$ cat src/rtl/acc_core_pkg.sv
package acc_core_pkg;

    typedef enum logic [2:0] {
        ST_RESET  = 3'd0,
        ST_DECODE = 3'd1,
        ST_EXEC   = 3'd2,
        ST_STORE1 = 3'd3,
        ST_STORE2 = 3'd4,
        ST_FETCH  = 3'd5
    } state_e;

    localparam logic [7:0] OPC_LOAD  = 8'h01;
    localparam logic [7:0] OPC_ADD   = 8'h02;
    localparam logic [7:0] OPC_SUB   = 8'h03;
    localparam logic [7:0] OPC_STORE = 8'h04;
    localparam logic [7:0] OPC_JUMP  = 8'h05;
    localparam logic [7:0] OPC_JNEG  = 8'h06;

    typedef struct packed {
        logic reads_mem;
        logic writes_mem;
        logic jump_always;
        logic jump_if_neg;
    } op_class_t;

endpackage

$ cat src/rtl/acc_opdec.sv
module acc_opdec
    import acc_core_pkg::*;
#(
    parameter int OPW = 8
) (
    input  logic [OPW-1:0] opcode,
    output op_class_t      cls
);
    always_comb begin
        cls = '0;
        if (opcode == OPW'(OPC_LOAD) || opcode == OPW'(OPC_ADD) ||
            opcode == OPW'(OPC_SUB)) begin
            cls.reads_mem = 1'b1;
        end
        if (opcode == OPW'(OPC_STORE)) cls.writes_mem  = 1'b1;
        if (opcode == OPW'(OPC_JUMP))  cls.jump_always = 1'b1;
        if (opcode == OPW'(OPC_JNEG))  cls.jump_if_neg = 1'b1;
    end
endmodule

$ cat src/rtl/acc_alu.sv
module acc_alu
    import acc_core_pkg::*;
#(
    parameter int OPW = 8,
    parameter int DW  = 16
) (
    input  logic [OPW-1:0] opcode,
    input  logic [DW-1:0]  acc,
    input  logic [DW-1:0]  operand,
    output logic [DW-1:0]  result
);
    always_comb begin
        if (opcode == OPW'(OPC_LOAD))      result = operand;
        else if (opcode == OPW'(OPC_ADD))  result = acc + operand;
        else if (opcode == OPW'(OPC_SUB))  result = acc - operand;
        else                               result = acc;
    end
endmodule

$ cat src/rtl/acc_addr_sel.sv
module acc_addr_sel
    import acc_core_pkg::*;
#(
    parameter int AW = 8
) (
    input  state_e        state,
    input  logic [AW-1:0] pc,
    input  logic [AW-1:0] mar,
    input  logic [AW-1:0] fetched_field,
    output logic [AW-1:0] addr
);
    always_comb begin
        unique case (state)
            ST_RESET:  addr = '0;
            ST_DECODE: addr = fetched_field;
            ST_STORE1: addr = mar;
            default:   addr = pc;
        endcase
    end
endmodule

$ cat src/rtl/acc_core.sv
module acc_core
    import acc_core_pkg::*;
#(
    parameter int AW = 8,
    parameter int DW = 16
) (
    input  logic          clk,
    input  logic          rst_n,
    input  logic [DW-1:0] mem_rdata,
    output logic [AW-1:0] mem_addr,
    output logic [DW-1:0] mem_wdata,
    output logic          mem_we,
    output logic [AW-1:0] pc_o,
    output logic [DW-1:0] acc_o
);
    localparam int OPW = DW - AW;

    typedef struct packed {
        state_e         state;
        logic [AW-1:0]  pc;
        logic [OPW-1:0] ir;
        logic [DW-1:0]  acc;
        logic [AW-1:0]  mar;
        logic [DW-1:0]  mdr;
    } core_t;

    core_t core_d, core_q;

    logic [OPW-1:0] fetched_op;
    logic [AW-1:0]  fetched_field;
    op_class_t      fetched_cls;
    logic [DW-1:0]  alu_result;
    logic           is_decode;
    logic           is_exec;

    assign fetched_op    = mem_rdata[DW-1:AW];
    assign fetched_field = mem_rdata[AW-1:0];

    acc_opdec #(.OPW(OPW)) u_opdec (
        .opcode (fetched_op),
        .cls    (fetched_cls)
    );

    acc_alu #(.OPW(OPW), .DW(DW)) u_alu (
        .opcode  (core_q.ir),
        .acc     (core_q.acc),
        .operand (mem_rdata),
        .result  (alu_result)
    );

    acc_addr_sel #(.AW(AW)) u_addr (
        .state         (core_q.state),
        .pc            (core_q.pc),
        .mar           (core_q.mar),
        .fetched_field (fetched_field),
        .addr          (mem_addr)
    );

    always_comb begin
        core_d = core_q;
        unique case (core_q.state)
            ST_RESET: begin
                core_d.pc    = '0;
                core_d.acc   = '0;
                core_d.state = ST_DECODE;
            end
            ST_FETCH: begin
                core_d.state = ST_DECODE;
            end
            ST_DECODE: begin
                core_d.ir  = fetched_op;
                core_d.mar = fetched_field;
                core_d.pc  = core_q.pc + 1'b1;
                if (fetched_cls.jump_always ||
                    (fetched_cls.jump_if_neg && core_q.acc[DW-1])) begin
                    core_d.pc = fetched_field;
                end
                if (fetched_cls.reads_mem) begin
                    core_d.state = ST_EXEC;
                end else if (fetched_cls.writes_mem) begin
                    core_d.mdr   = core_q.acc;
                    core_d.state = ST_STORE1;
                end else begin
                    core_d.state = ST_FETCH;
                end
            end
            ST_EXEC: begin
                core_d.mdr   = mem_rdata;
                core_d.acc   = alu_result;
                core_d.state = ST_DECODE;
            end
            ST_STORE1: core_d.state = ST_STORE2;
            ST_STORE2: core_d.state = ST_DECODE;
            default:   core_d.state = ST_FETCH;
        endcase
    end

    always_ff @(posedge clk or negedge rst_n) begin
        if (!rst_n) begin
            core_q <= '0;
        end else begin
            core_q <= core_d;
        end
    end

    assign mem_we    = (core_q.state == ST_STORE1);
    assign mem_wdata = core_q.mdr;
    assign pc_o      = core_q.pc;
    assign acc_o     = core_q.acc;
    assign is_decode = (core_q.state == ST_DECODE);
    assign is_exec   = (core_q.state == ST_EXEC);

endmodule

$ cat config.mk
export PLATFORM = sky130hd
export DESIGN_NAME = acc_core
export DESIGN_NICKNAME = d
export VERILOG_FILES = /design/src/rtl/acc_core_pkg.sv /design/src/rtl/acc_opdec.sv /design/src/rtl/acc_alu.sv /design/src/rtl/acc_addr_sel.sv /design/src/rtl/acc_core.sv
export SDC_FILE = /design/constraint.sdc
export NUM_CORES = 1
export LEC_CHECK = 0
export ABC_AREA = 1
export CAP_MARGIN = 5
export CORE_UTILIZATION = 50
export CTS_BUF_LIST = sky130_fd_sc_hd__clkbuf_8
export DETAILED_ROUTE_END_ITERATION = 10
export GPL_TIMING_DRIVEN = 0
export PLACE_DENSITY = 0.75
export SLEW_MARGIN = 20
export SYNTH_ARGS = -nofsm -noshare
export SYNTH_HDL_FRONTEND = slang
export SYNTH_SLANG_ARGS = --single-unit
$ cat constraint.sdc
create_clock -name clk -period 3.7 [get_ports clk]
set_input_delay 0.74 -clock clk [delete_from_list [all_inputs] [get_ports clk]]
set_output_delay 0.74 -clock clk [all_outputs]
set_load 0.02 [all_outputs]
==> results.cfg <==
[clocking]
cts_buffers = 9
cts_tree = built
h-tree-depth = 3
cts.sinks = 59
clock_latency_ns = 0.35
ctsRootBufferMaster = clkbuf_8
cts_buffer_depth = 2
clkSlewWorstSetupHoldPaths_ns = 0.07
post_cts_buffers = 0

[synthesis]
synth_area_leader_cell = dfrtp_1
syn_nets = 734
synth.area.top_cells = dfrtp_1 (32%), nand2_1 (17%), inv_1 (7.7%), buf_4 (6.6%), o21ai_0 (5.8%)
avgSynthCellArea_um2 = 6.70
synth_top_cell_area_share_pct = 31.7
ys_types = 39
synth_area_um2 = 4660
synth_seq_cells = 59
seq_area_frac_synth_pct = 31.7
yosysWarningCount = 0
synthCells = 695

[final_layout]
nFillCells = 821
insertedDiodeCount = 0
regArea_um2 = 1480
post-route-util_pct = 64.8
fin_nets = 811
multiInputGateArea_um2 = 2440
drive_above_1_share_pct = 12.6
syn_to_final_growth_pct = 23.2

[pwr]
power_switching_uw = 1240
power.leakage_uw = 0.00297
p_comb_share_pct = 45.3
p_per_area_nw_per_um2 = 532
internal_power_uw = 1810
pwr-share-clk_pct = 24.6
pwr-share-seq_pct = 30.1
switching_share_pct = 40.7
ir_worst_vdd_uv = 396

[placed_design]
gp_congestion = 0.974
portBuffers = 65
dp_hpwl_mm = 10.2

[global_routing]
track_usage_pct = 28.7
grt_pass1_wl_mm = 21.7
overflow = 0
grt_start_max_net_pins = 57
grt_antenna_before_repair = 0
grt_pass1_vias = 4419

[drt]
wire_per_inst_um = 14.7
drc = 9
drtAntennaViolNets = 0
via_per_inst = 5.28
drtIter0Drc = 361
num_vias = 4676
firstDrtPassIters = 10
wl_mm = 13.0

[timing]
fin_crit_ns = 3.35
timing.fmax_ghz = 0.299
slew_viol_final = 0
finalHoldViolCount = 0
fin_crit_sh_pct = 90.5
rsz0062_at_grt = no
tightest_slew_ns = 0.710
clock_skew_ns = 0.00781
timing.hold.ws_ns = 0.190
setup_violations = 0
maxSlewHeadroom_pct = 52.5

[critical_path]
crit_arrival_ns = 3.59
reg2reg_to = acc_o[12]
crit_path_end_kind = flip-flop
slowest_stage = clkdlybuf4s50_1
worstPathRequired_ns = 3.94
crit_family = simple AND/OR/NAND/NOR gates
crit_fanout = 5
cp-start-kind = primary input
critical_path.max_stage_delay_ns = 0.57
ff2ff_path_depth = 13
reg2reg_from = core_q[47]
worstPathBufferInverterCount = 2
ff2ff_setup_slack_ns = 0.77
cp_cell_sequence = clkdlybuf4s50_1 -> nor2_1 -> nand2_1 -> o31ai_1 -> o21ai_0 -> xor2_1 -> ha_1 -> nand2_1 -> inv_1 -> nand2_1 -> nand2_1 -> a21oi_1 -> nand2_1 -> nand3_1 -> nand3_1 -> nand2_1 -> nand2_1
setup.worst_path.class = in2reg
crit_top_cell = nand2_1

[die]
ios = 67
die_w_um = 98.5
core_um2 = 8850
start_util_pct = 52.6
die_h_um = 98.5
rows = 34
die_area_um2 = 9700

[outcome]
outcome = finished with violations
violations = DRC

[worst_hold_path]
worstHoldPathType = in2async

[job]
maxCapViolCount = 0
power by group through the flow:
stage          combinational (µW)  clock (µW)  sequential, µW
5_1_grt                      1530         795             940
2_1_floorplan                 934           0             898
6_report                     1380         750             919
3_5_place_dp                 1370           0             930
3_3_place_gp                 1330           0             922
4_1_cts                      1380         758             918
layout make-up:
class / instances / share of cell area (%)
Timing Repair Buffer: 66 / 11.8
Tap cell: 108 / 2.36
Buffer: 53 / 6.61
Multi-Input combinational cell: 481 / 42.5
Sequential cell: 59 / 25.7
Clock buffer: 10 / 2.40
Clock inverter: 6 / 1.94
Inverter: 102 / 6.68
sequential cells by signal, summed over array words and instances (netlist names):
signal,flops
acc_o,16
core_q,19
mem_wdata,16
pc_o,8
worst max-delay path by stage:
| stage | start | to | slack, ns | cells after the start |
|---|---|---|---|---|
| 6_report | mem_rdata[2] | acc_o[15] | 0.35 | 17 |
| 5_1_grt | mem_rdata[1] | acc_o[15] | 0.05 | 20 |
| 4_1_cts | mem_rdata[0] | acc_o[15] | 0.14 | 18 |
| 3_5_place_dp | mem_rdata[0] | acc_o[15] | -0.23 | 18 |
| 3_3_place_gp | mem_rdata[0] | acc_o[15] | -0.17 | 18 |
| 2_1_floorplan | mem_rdata[0] | acc_o[13] | 0.77 | 19 |
cells in the mapped netlist (all sizes together):
| library cell | number |
|---|---|
| o21ai | 72 |
| a21o | 1 |
| buf | 47 |
| nand2 | 211 |
| o21a | 2 |
| o221ai | 2 |
| a221o | 1 |
| nor2 | 70 |
| dfrtp | 59 |
| inv | 102 |
| o31ai | 1 |
| o211ai | 4 |
| nand3 | 44 |
| ha | 20 |
| xnor2 | 2 |
| nand4 | 2 |
| a22oi | 1 |
| a21oi | 22 |
| fa | 1 |
| nor3 | 6 |
| o22ai | 2 |
| or2 | 1 |
| clkbuf | 6 |
| nand3b | 1 |
| xor2 | 13 |
| o21bai | 1 |
| a31oi | 1 |
through the flow:
stage                     setup WS (ns)  TNS (ns)  area [µm²]  total power, µW  cells
after floorplan                   0.770         0        4660             1830    695
after detailed placement         -0.228    -0.532        5470             2300    869
after global placement           -0.167    -0.412        5440             2260    868
after global routing             0.0469         0        5730             3260    885
final                             0.350         0        5730             3050    885
after CTS                         0.137         0        5720             3050    885
per-layer routing:
metal | wire, µm | track usage (%) | share of wire (%)
met1 | 5810 | 40.3 | 45
met2 | 5840 | 46.0 | 45
met3 | 1070 | 4.18 | 8.3
met4 | 262 | 8.96 | 2.0
met5 | 0 | 0 | 0
cells in the final DEF, fill, tap and decap left out, types with 2 or more instances in the layout:
master           instances
nand4_1                  2
o21a_1                   2
xor2_1                  13
nand3_1                 41
clkdlybuf4s50_1         64
bufinv_16                3
dfrtp_1                 59
buf_4                   42
a21oi_2                  2
nor3_4                   2
clkbuf_1                 6
o211ai_1                 4
nor3_1                   2
o21ai_0                 54
xnor2_1                  2
nor2_1                  62
buf_6                    3
o221ai_1                 2
ha_1                    19
inv_1                   94
buf_2                    3
a21oi_1                 20
inv_2                    8
clkbuf_8                10
nand3_2                  3
o21ai_2                  2
o22ai_1                  2
nand2_1                208
nor3_2                   2
nand2_2                  3
nor2_2                   7
o21ai_1                 16
logic make-up (layout without fill, tap and decap cells):
logic type / after synthesis / after routing / synth area share, %
and+or+nand+nor: 335 / 335 / 30.0
buffers and inverters: 155 / 237 / 16.4
DFF: 59 / 59 / 31.7
xor gates and xnor gates: 15 / 15 / 2.82
AOI/OAI and AO/OA: 110 / 110 / 13.3
adders and majority gates: 21 / 21 / 5.80
timing repair:
action,4_1_cts,5_1_grt
endpoints found under the setup margin,0,3
gates resized for setup,0,6
hold buffers,0,0
Note: power is estimated with default switching activity, not from simulation.
